<file path="config.mk">
export PLATFORM = sky130hd
export DESIGN_NAME = shared_port_seq
export DESIGN_NICKNAME = d
export VERILOG_FILES = /design/src/rtl/shared_port_pkg.sv /design/src/rtl/sps_control.sv /design/src/rtl/sps_datapath.sv /design/src/rtl/shared_port_seq.sv
export SDC_FILE = /design/constraint.sdc
export NUM_CORES = 1
export LEC_CHECK = 0
export ABC_AREA = 0
export ABC_CLOCK_PERIOD_IN_PS = 2550
export BUFFER_PORTS_ARGS = -buffer_cell sky130_fd_sc_hd__clkbuf_2
export CELL_PAD_IN_SITES_DETAIL_PLACEMENT = 1
export CELL_PAD_IN_SITES_GLOBAL_PLACEMENT = 1
export CORE_MARGIN = 8
export CORE_UTILIZATION = 29
export DETAILED_ROUTE_END_ITERATION = 12
export PLACE_DENSITY = 0.87
export SLEW_MARGIN = 20
export SYNTH_ARGS = -nofsm -noshare
export SYNTH_HDL_FRONTEND = slang
export SYNTH_SLANG_ARGS = --single-unit
</file>
<file path="constraint.sdc">
create_clock -name clk -period 2.55 [get_ports clk]
set_input_delay 0.765 -clock clk [delete_from_list [all_inputs] [get_ports clk]]
set_output_delay 0.765 -clock clk [all_outputs]
set_load 0.02 [all_outputs]
</file>
<file path="src/rtl/shared_port_pkg.sv">
package shared_port_pkg;

  // Instruction class as decoded outside the block
  typedef enum logic [1:0] {
    CLS_OTHER = 2'b00,
    CLS_LOAD  = 2'b01,
    CLS_STORE = 2'b10,
    CLS_RSVD  = 2'b11
  } instClass_e;

  typedef enum logic {
    PH_FETCH = 1'b0,
    PH_DATA  = 1'b1
  } phase_e;

  // Strobes from the sequencing control to the address/instruction datapath
  typedef struct packed {
    logic selData;  // port carries the data address
    logic loadIr;   // capture the fetched word
    logic rfWe;
    logic pcWe;
    logic memWe;
  } strobe_t;

endpackage

</file>
<file path="src/rtl/sps_control.sv">
module sps_control
  import shared_port_pkg::*;
(
  input  logic       clk,
  input  logic       rst,
  input  logic [1:0] classIn,
  input  logic       rfWrReq,
  output strobe_t    strobe
);

  phase_e     phase;
  phase_e     phaseNext;
  instClass_e heldClass;
  instClass_e curClass;
  logic       isMemOp;

  assign curClass = instClass_e'(classIn);
  assign isMemOp  = (curClass == CLS_LOAD) || (curClass == CLS_STORE);

  always_comb begin
    phaseNext = PH_FETCH;
    if (!rst) begin
      case (phase)
        PH_FETCH: phaseNext = isMemOp ? PH_DATA : PH_FETCH;
        PH_DATA:  phaseNext = PH_FETCH;
        default:  phaseNext = PH_FETCH;
      endcase
    end
  end

  always_ff @(posedge clk) begin
    if (rst) begin
      phase     <= PH_FETCH;
      heldClass <= CLS_OTHER;
    end else begin
      phase <= phaseNext;
      if (phase == PH_FETCH && isMemOp) begin
        heldClass <= curClass;
      end
    end
  end

  always_comb begin
    strobe = '0;
    if (!rst) begin
      case (phase)
        PH_FETCH: begin
          if (isMemOp) begin
            strobe.loadIr = 1'b1;
          end else begin
            strobe.pcWe = 1'b1;
            strobe.rfWe = rfWrReq;
          end
        end
        PH_DATA: begin
          strobe.selData = 1'b1;
          strobe.pcWe    = 1'b1;
          strobe.rfWe    = (heldClass == CLS_LOAD);
          strobe.memWe   = (heldClass == CLS_STORE);
        end
        default: strobe = '0;
      endcase
    end
  end

  AST_RESET_QUIET: assert property (@(posedge clk)
    rst |-> !(strobe.rfWe || strobe.pcWe || strobe.memWe));

  AST_STALL_QUIET: assert property (@(posedge clk) disable iff (rst)
    (phase == PH_FETCH && isMemOp) |-> !(strobe.rfWe || strobe.pcWe || strobe.memWe));

  AST_STALL_TO_DATA: assert property (@(posedge clk) disable iff (rst)
    (phase == PH_FETCH && isMemOp) |=> strobe.selData);

  AST_DATA_SINGLE: assert property (@(posedge clk) disable iff (rst)
    strobe.selData |=> !strobe.selData);

  AST_DATA_PC_STEP: assert property (@(posedge clk) disable iff (rst)
    strobe.selData |-> strobe.pcWe);

  AST_NO_DUAL_WRITE: assert property (@(posedge clk) disable iff (rst)
    !(strobe.memWe && strobe.rfWe));

  AST_STORE_ONLY_WRITE: assert property (@(posedge clk) disable iff (rst)
    strobe.memWe |-> (strobe.selData && $past(curClass) == CLS_STORE));

endmodule

</file>
<file path="src/rtl/sps_datapath.sv">
module sps_datapath
  import shared_port_pkg::*;
#(
  parameter int AW = 16,
  parameter int DW = 32
) (
  input  logic          clk,
  input  logic          rst,
  input  strobe_t       strobe,
  input  logic [AW-1:0] pcAddr,
  input  logic [AW-1:0] dataAddr,
  input  logic [DW-1:0] memRdata,
  output logic [AW-1:0] memAddr,
  output logic [DW-1:0] instWord,
  output logic          memWe,
  output logic          rfWe,
  output logic          pcWe
);

  logic [DW-1:0] irQ;

  always_ff @(posedge clk) begin
    if (rst) begin
      irQ <= '0;
    end else if (strobe.loadIr) begin
      irQ <= memRdata;
    end
  end

  assign memAddr  = strobe.selData ? dataAddr : pcAddr;
  assign instWord = strobe.selData ? irQ : memRdata;
  assign memWe    = strobe.memWe;
  assign rfWe     = strobe.rfWe;
  assign pcWe     = strobe.pcWe;

  AST_IR_HELD: assert property (@(posedge clk) disable iff (rst)
    (strobe.selData && $past(strobe.loadIr)) |-> instWord == $past(memRdata));

endmodule

</file>
<file path="src/rtl/shared_port_seq.sv">
module shared_port_seq
  import shared_port_pkg::*;
#(
  parameter int AW = 16,
  parameter int DW = 32
) (
  input  logic          clk,
  input  logic          rst,
  input  logic [1:0]    classIn,
  input  logic          rfWrReq,
  input  logic [AW-1:0] pcAddr,
  input  logic [AW-1:0] dataAddr,
  input  logic [DW-1:0] memRdata,
  output logic [AW-1:0] memAddr,
  output logic          memWe,
  output logic [DW-1:0] instWord,
  output logic          rfWe,
  output logic          pcWe
);

  strobe_t strobe;

  sps_control u_control (
    .clk     (clk),
    .rst     (rst),
    .classIn (classIn),
    .rfWrReq (rfWrReq),
    .strobe  (strobe)
  );

  sps_datapath #(.AW(AW), .DW(DW)) u_datapath (
    .clk      (clk),
    .rst      (rst),
    .strobe   (strobe),
    .pcAddr   (pcAddr),
    .dataAddr (dataAddr),
    .memRdata (memRdata),
    .memAddr  (memAddr),
    .instWord (instWord),
    .memWe    (memWe),
    .rfWe     (rfWe),
    .pcWe     (pcWe)
  );

endmodule

</file>
# After elaboration in Yosys (flattened, before gate mapping)
# Index checks and enable logic that the tools add are counted.
[word_totals] out_inout_bits=51 word_cells=20 reg_bits=35 input_bits=69
[op_classes] n_eq_ne=4 bitwise_logic=1 n_reduce_logical=2 n_mux=10
[ops] cell="$mux 32" count=1
[ops] cell="$mux 16" count=1
[ops] cell="$mux 5" count=1
[ops] cell="$eq 2x1->1 const B" count=2
[ops] cell="$eq 2x2->1 const B" count=2
[ops] cell="$mux 1" count=4
[ops] cell="$pmux 2 s2" count=1
[ops] cell="$mux 2" count=1
[ops] cell="$pmux 1 s2" count=1
[ops] cell="$logic_and 1x1->1" count=1
[ops] cell="$logic_or 1x1->1" count=1
[ops] cell="$not 1->1" count=1

# Logic depth before layout (Yosys ltp)
# Gate-level depths: netlist of run 1.
[depth] ltp_word=6 depth_mapped=4 ltp_nobuf=3

# Cells and area by module
# Synthesis of run 1 repeated with hierarchy kept, for this count alone.
[unflattened] cells_unflattened=181 area_unflattened_um2=1995.7
[by_module_without_submodules] mod="sps_datapath" area_per_inst_um2=1813.0 n_inst=1 seq_area_each_um2=640.6 cells_per_inst=159
[by_module_without_submodules] mod="sps_control" area_per_inst_um2=182.7 n_inst=1 seq_area_each_um2=60.1 cells_per_inst=22

# Worst setup path after synthesis of run 1
# OpenSTA, ideal clock, no wires.
[synth_path] path_type="input port to output port" from="input port classIn[1]" to="output port rfWe" path_stages=4 arrival_time_ns=1.986 slack_ns=-0.201 n_path_buf=1 required_time_ns=1.785 path_cell_list="xor2_1 a21oi_2 buf_4 a21boi_0"
[synth_via] elab_chain_cells=5 elab_cells_between_ends=6 classes_between="eq/ne: 2; mux: 3; reduce/logical: 1"
[synth_lines] element="start: declaration" line_no="shared_port_seq.sv:9" rtl="input logic [1:0] classIn,"
[synth_lines] element="$eq 2x1->1 or $eq 2x2->1 (tied branches)" line_no="sps_control.sv:18" rtl="assign isMemOp = (curClass == CLS_LOAD) || (curClass == CLS_STORE);"
[synth_lines] element="$logic_or 1x1->1 (*)" line_no="sps_control.sv:18"
[synth_lines] element="$mux 2 (*)" line_no="sps_control.sv:48" rtl="if (isMemOp) begin"
[synth_lines] element="$pmux 2 s2 (*)" line_no="sps_control.sv:46" rtl="case (phase)"
[synth_lines] element="$mux 5 (*)" line_no="sps_control.sv:45" rtl="if (!rst) begin"
[synth_lines] element="end: declaration" line_no="shared_port_seq.sv:17" rtl="output logic rfWe,"
# Every way passes the cells marked *; elsewhere a longest branch is shown, timed or not.

# Worst setup path after layout of run 1
[layout_path] from="input port rst" to="output port memAddr[4]"
[layout_via] elab_chain_cells=2
[layout_lines] element="start: declaration" line_no="shared_port_seq.sv:8" rtl="input logic rst,"
[layout_lines] element="$mux 5" line_no="sps_control.sv:45"
[layout_lines] element="$mux 16" line_no="sps_datapath.sv:30" rtl="assign memAddr = strobe.selData ? dataAddr : pcAddr;"
[layout_lines] element="end: declaration" line_no="shared_port_seq.sv:14" rtl="output logic [AW-1:0] memAddr,"
# No other way between the ends.

==> flow_summary.yaml, run 1 <==
critical_path:
  cp-start-kind: "input port"
  ff2ff_setup_slack_ns: 1.30
  cp_max_fo: 14
  crit_required_ns: 1.79
  arrival_ns: 1.76
  worst-setup-path-type: "input port to output port"
  cp-end-kind: "output port"
grt:
  grt_util_met2: 0.218
  grt_max_degree: 36
  grt_pass1_vias: 1841
  met3_usage: 0.0534
  overflow: 0
  antenna_found_initial: 0
  grtUsageMet1: 0.129
  busiest_layer: "met2"
  grt.total_usage: 0.124
  grt_pass1_wl_mm: 8.73
finish:
  final_common_cell: "clkbuf_2"
  multiInputGateArea_um2: 940
  layout_common_cells: "114 x clkbuf_2, 47 x mux2_2, 35 x dfxtp_1"
  fillers: 688
  nets: 328
  area_growth_pct: 45.6
  final_cell_area_um2: 2480
  num_antenna_cells: 0
  regArea_um2: 701
  drive_gt1_frac: 0.742
cts:
  clock_path_buffers: 2
  cts_buffers: 5
  cts_hold_buf: 0
  root_buffer: "clkbuf_8"
  clkTransAtPathRegs_ns: 0.07
  htree_num_levels: 2
  cts_sinks: 35
  cts_tree: "built"
  clk_latency_ns: 0.28
die:
  die_x_um: 92.6
  ios: 120
  initial_core_util: 0.295
  die_height_um: 92.6
  std_cell_rows: 28
  coreArea_um2: 5780
  dieArea_um2: 8580
yosys:
  ys_seq_area_frac: 0.411
  synth_nets: 206
  synth-seq-cells: 35
  syn_inst: 137
  synth_cell_types: 16
  syn_avg_cell_area_um2: 12.4
  yosys_warnings: 0
  syn_area_um2: 1700
routing:
  drc: 0
  wirelength_mm: 5.57
  dr_total_vias: 1622
  drt_iter0_drc: 17
  ant_nets: 0
  drtPass1Iterations: 4
  viasPerCell: 4.84
  wire_per_inst_um: 16.6
place:
  post-place-ws_ns: 0.0147
  portBuffers: 119
  gp_congestion: 0.673
  hpwlAfterDp_mm: 4.44
  placed_area_um2: 2390
sta:
  whs_ns: 0.479
  slew_viol_final: 0
  fmax_mhz: 397
  rsz0062_at_grt: "yes"
  setup_slack_ns: 0.0294
  skew_ns: 0.00336
  min_period_over_period: 0.988
  setup_viol: 0
  finalHoldViolations: 0
  slew_headroom: 0.788
  worst_slew_pin_slew_ns: 0.317
  period_needed_ns: 2.52
worst_hold_path:
  hold_path_class: "flip-flop to flip-flop"
power:
  p_leak_uw: 0.00123
  peakVddDrop_mv: 0.228
  power.density_nw_per_um2: 564
flow_run:
  maxCapViolCount: 0
status:
  status: "completed"
==> logic make-up (layout without fill, tap and decap cells) <==
kind of cell / after synthesis / in the layout / synth area share
buffers and inverters: 12 / 135 / 0.0500
XOR/XNOR: 1 / 1 / 0.00514
multiplexers: 48 / 48 / 0.317
AO/OA/AOI/OAI: 36 / 36 / 0.190
flip-flops: 35 / 35 / 0.411
AND/OR/NAND/NOR: 5 / 5 / 0.0257
==> registers in the layout (all words and copies together) (netlist names) <==
name,cells
u_control.heldClass,2
u_control.phase,1
u_datapath.irQ,32
==> layout make-up <==
class / count / share of cell area
Multi-Input combinational cell: 90 / 0.379
Sequential cell: 35 / 0.283
Timing Repair Buffer: 126 / 0.266
Tap cell: 75 / 0.0378
Clock buffer: 7 / 0.0308
Clock inverter: 1 / 0.00202
Inverter: 1 / 0.00151
==> power by group <==
| part | switching, µW | internal, µW | leakage, µW |
|---|---|---|---|
| clock network | 192 | 192 | 0.0000422 |
| registers | 25.8 | 594 | 0.000288 |
| logic | 208 | 187 | 0.000902 |
| total | 426 | 973 | 0.00123 |
==> cell usage after synthesis, drive strengths merged <==
master | n | area (µm²)
dfxtp | 35 | 701
xor2 | 1 | 8.76
inv | 1 | 3.75
nor3b | 2 | 26.3
a21oi | 1 | 8.76
nand2 | 1 | 3.75
mux2 | 48 | 541
nand2b | 1 | 6.26
buf | 11 | 81.3
nand3b | 1 | 7.51
a22o | 34 | 308
a21boi | 1 | 7.51
==> worst max-delay path: stages <==
cell      delay, ns
clkbuf_2       0.08
nand2b_2       0.14
buf_4          0.23
mux2_2         0.37
clkbuf_2       0.16
==> worst paths after layout <==
check                     from                 end  cells after the start
max                        rst          memAddr[4]                      5
min reg2reg  u_datapath.irQ[6]   u_datapath.irQ[6]                      1
max reg2reg    u_control.phase  u_datapath.irQ[23]                      4
min          u_datapath.irQ[6]   u_datapath.irQ[6]                      1
==> what timing repair did <==
action | in CTS | in global routing
setup endpoints to repair | 0 | 13
setup buffers | 0 | 0
gates resized for setup | 0 | 6
endpoints found under the hold margin | 0 | 0
==> through the flow <==
| step | instances | power [µW] | TNS [ns] | utilization |
|---|---|---|---|---|
| detailed placement | 327 | 1030 | 0 | 0.414 |
| global placement | 327 | 1020 | 0 | 0.414 |
| CTS | 335 | 1420 | 0 | 0.428 |
| global route | 335 | 1490 | -0.0324 | 0.429 |
| finish | 335 | 1400 | 0 | 0.429 |
| floorplan | 137 | 877 | 0 | - |
==> layer usage <==
layer,wire length (µm),up-vias
met5,0,-
met4,87,0
met3,528,10
met2,2820,70
met1,2140,775
li1,-,767
No activity file was read; power rests on OpenSTA's default activity.
==> inputs of run 2 (changes only) <==
--- a/config.mk
+++ b/config.mk
@@ -6,14 +6,14 @@
 export NUM_CORES = 1
 export LEC_CHECK = 0
 export ABC_AREA = 0
-export ABC_CLOCK_PERIOD_IN_PS = 2550
+export ABC_CLOCK_PERIOD_IN_PS = 3250
 export BUFFER_PORTS_ARGS = -buffer_cell sky130_fd_sc_hd__clkbuf_2
 export CELL_PAD_IN_SITES_DETAIL_PLACEMENT = 1
 export CELL_PAD_IN_SITES_GLOBAL_PLACEMENT = 1
 export CORE_MARGIN = 8
-export CORE_UTILIZATION = 29
+export CORE_UTILIZATION = 32
 export DETAILED_ROUTE_END_ITERATION = 12
-export PLACE_DENSITY = 0.87
+export PLACE_DENSITY = 0.94
 export SLEW_MARGIN = 20
 export SYNTH_ARGS = -nofsm -noshare
 export SYNTH_HDL_FRONTEND = slang
==> constraint.sdc (replaced) <==
create_clock -name clk -period 3.25 [get_ports clk]
set_input_delay 0.975 -clock clk [delete_from_list [all_inputs] [get_ports clk]]
set_output_delay 0.975 -clock clk [all_outputs]
set_load 0.02 [all_outputs]
==> flow_summary.yaml, run 2 (same netlist as run 1, synthesis figures left out) <==
critical_path:
  cp-end-kind: "output port"
  cp_num_buf_inv: 3
  worst-setup-path-type: "input port to output port"
  slowest_delay_ns: 0.36
  arrival_ns: 2.03
  path_cells: "clkbuf_2 -> nand2b_2 -> buf_12 -> mux2_2 -> clkbuf_2"
  critical-path-top-delay-family: "buffers and inverters"
  cpMostUsedCell: "clkbuf_2"
  cp_max_fo: 27
  cp-start-kind: "input port"
  crit_required_ns: 2.27
  cpMaxStageDelayCell: "mux2_2"
sta:
  slew_headroom: 0.755
  finalHoldViolations: 0
  slew_viol_final: 0
  rsz0062_at_grt: "no"
  period_needed_ns: 3.01
  fmax_mhz: 333
  setup_viol: 0
  skew_ns: 0.00444
  min_period_over_period: 0.925
  setup-tns-final_ns: 0
  worst_slew_pin_slew_ns: 0.367
finish:
  instances_no_fill: 328
  utilization: 0.488
  reg_top3: "u_datapath.irQ: 32 flops, u_control.heldClass: 2 flops, u_control.phase: 1 flops"
  fillers: 601
  regMostFlops: "u_datapath.irQ"
  largest_reg_flops: 32
  num_antenna_cells: 0
  final_cell_area_um2: 2490
  layout_common_cells: "119 x clkbuf_2, 48 x mux2_2, 35 x dfxtp_1"
  drive_gt1_frac: 0.740
  final_common_cell: "clkbuf_2"
  area_growth_pct: 46.3
  nets: 326
die:
  dieArea_um2: 7910
  die_height_um: 89.0
  std_cell_rows: 26
  coreArea_um2: 5110
  ios: 120
  die_x_um: 89.0
  initial_core_util: 0.333
routing:
  wire_per_inst_um: 17.1
  drc: 0
  drtPass1Iterations: 4
  wirelength_mm: 5.62
  drt_iter0_drc: 37
  dr_total_vias: 1598
  ant_nets: 0
  viasPerCell: 4.87
cts:
  clkTransAtPathRegs_ns: 0.07
  htree_num_levels: 2
  postCtsSetupBuffers: 0
  post_cts_resized: 0
  cts_sinks: 35
  cts_buffers: 5
  clk_latency_ns: 0.28
  root_buffer: "clkbuf_8"
  clock_path_buffers: 2
  cts_tree: "built"
  cts_hold_buf: 0
grt:
  met3_usage: 0.0597
  grt_pass1_vias: 1800
  grt_max_degree: 36
  antenna_found_initial: 0
  grtUsageMet1: 0.150
  grt.total_usage: 0.137
  grt_pass1_wl_mm: 8.64
  overflow: 0
  grt_util_met2: 0.241
  busiest_layer: "met2"
status:
  status: "completed"
worst_hold_path:
  hold_path_class: "flip-flop to flip-flop"
place:
  dp_cells: 320
  placed_area_um2: 2370
  portBuffers: 119
  hpwlAfterDp_mm: 4.41
  gp_congestion: 0.679
power:
  power.density_nw_per_um2: 484
  p_leak_uw: 0.00124
  peakVddDrop_mv: 0.212
flow_run:
  maxCapViolCount: 0
run 2: changes by cell type in the layout (fill, tap and decap cells not counted), moves of 2 or more:
cell and change:
buf_2 -5, buf_4 -3, clkbuf_1 -2, clkbuf_2 +5
run 2: per-layer routing:
| metal | share of wire | vias to the layer above |
|---|---|---|
| li1 | - | 769 |
| met1 | 0.38 | 746 |
| met2 | 0.49 | 79 |
| met3 | 0.13 | 4 |
| met4 | 0.0052 | 0 |
| met5 | 0 | - |
run 2: worst reg2reg max path: cells and delay by family, from the launching register on:
family	cells	cell delay (ns)
flops	1	0.46
buf+inv	2	0.41
compound gates	2	0.38
run 2: final cells by class:
type / count / area (µm²) / area share
clock buffer: 6 / 82.6 / 0.0331
clock inverter: 2 / 38.8 / 0.0156
multi-input combinational: 90 / 920 / 0.369
sequential: 35 / 701 / 0.281
inverter: 1 / 3.75 / 0.00151
timing repair buffer: 124 / 658 / 0.264
tap: 70 / 87.6 / 0.0352
run 2: worst paths after layout:
kind                                   startpoint           endpoint  slack [ns]  cells after the start
worst min-delay path            u_datapath.irQ[4]  u_datapath.irQ[4]        0.48                      1
worst max-delay path                          rst         memAddr[0]        0.24                      5
worst max register to register    u_control.phase  u_datapath.irQ[3]        1.95                      4
worst min register to register  u_datapath.irQ[4]  u_datapath.irQ[4]        0.48                      1
run 2: report_power, final:
part           internal, µW  switching [µW]  total, µW
Combinational           144             161        305
Sequential              466            20.7        487
Clock                   252             161        413
run 2: through the flow:
step | hold slack [ns] | total power, µW | setup WS (ns)
after detailed placement | 0.464 | 805 | 0.245
after global routing | 0.503 | 1270 | 0.213
after floorplan | 0.445 | 687 | 0.0791
after global placement | 0.457 | 794 | 0.246
final | 0.480 | 1210 | 0.244
after CTS | 0.484 | 1230 | 0.243
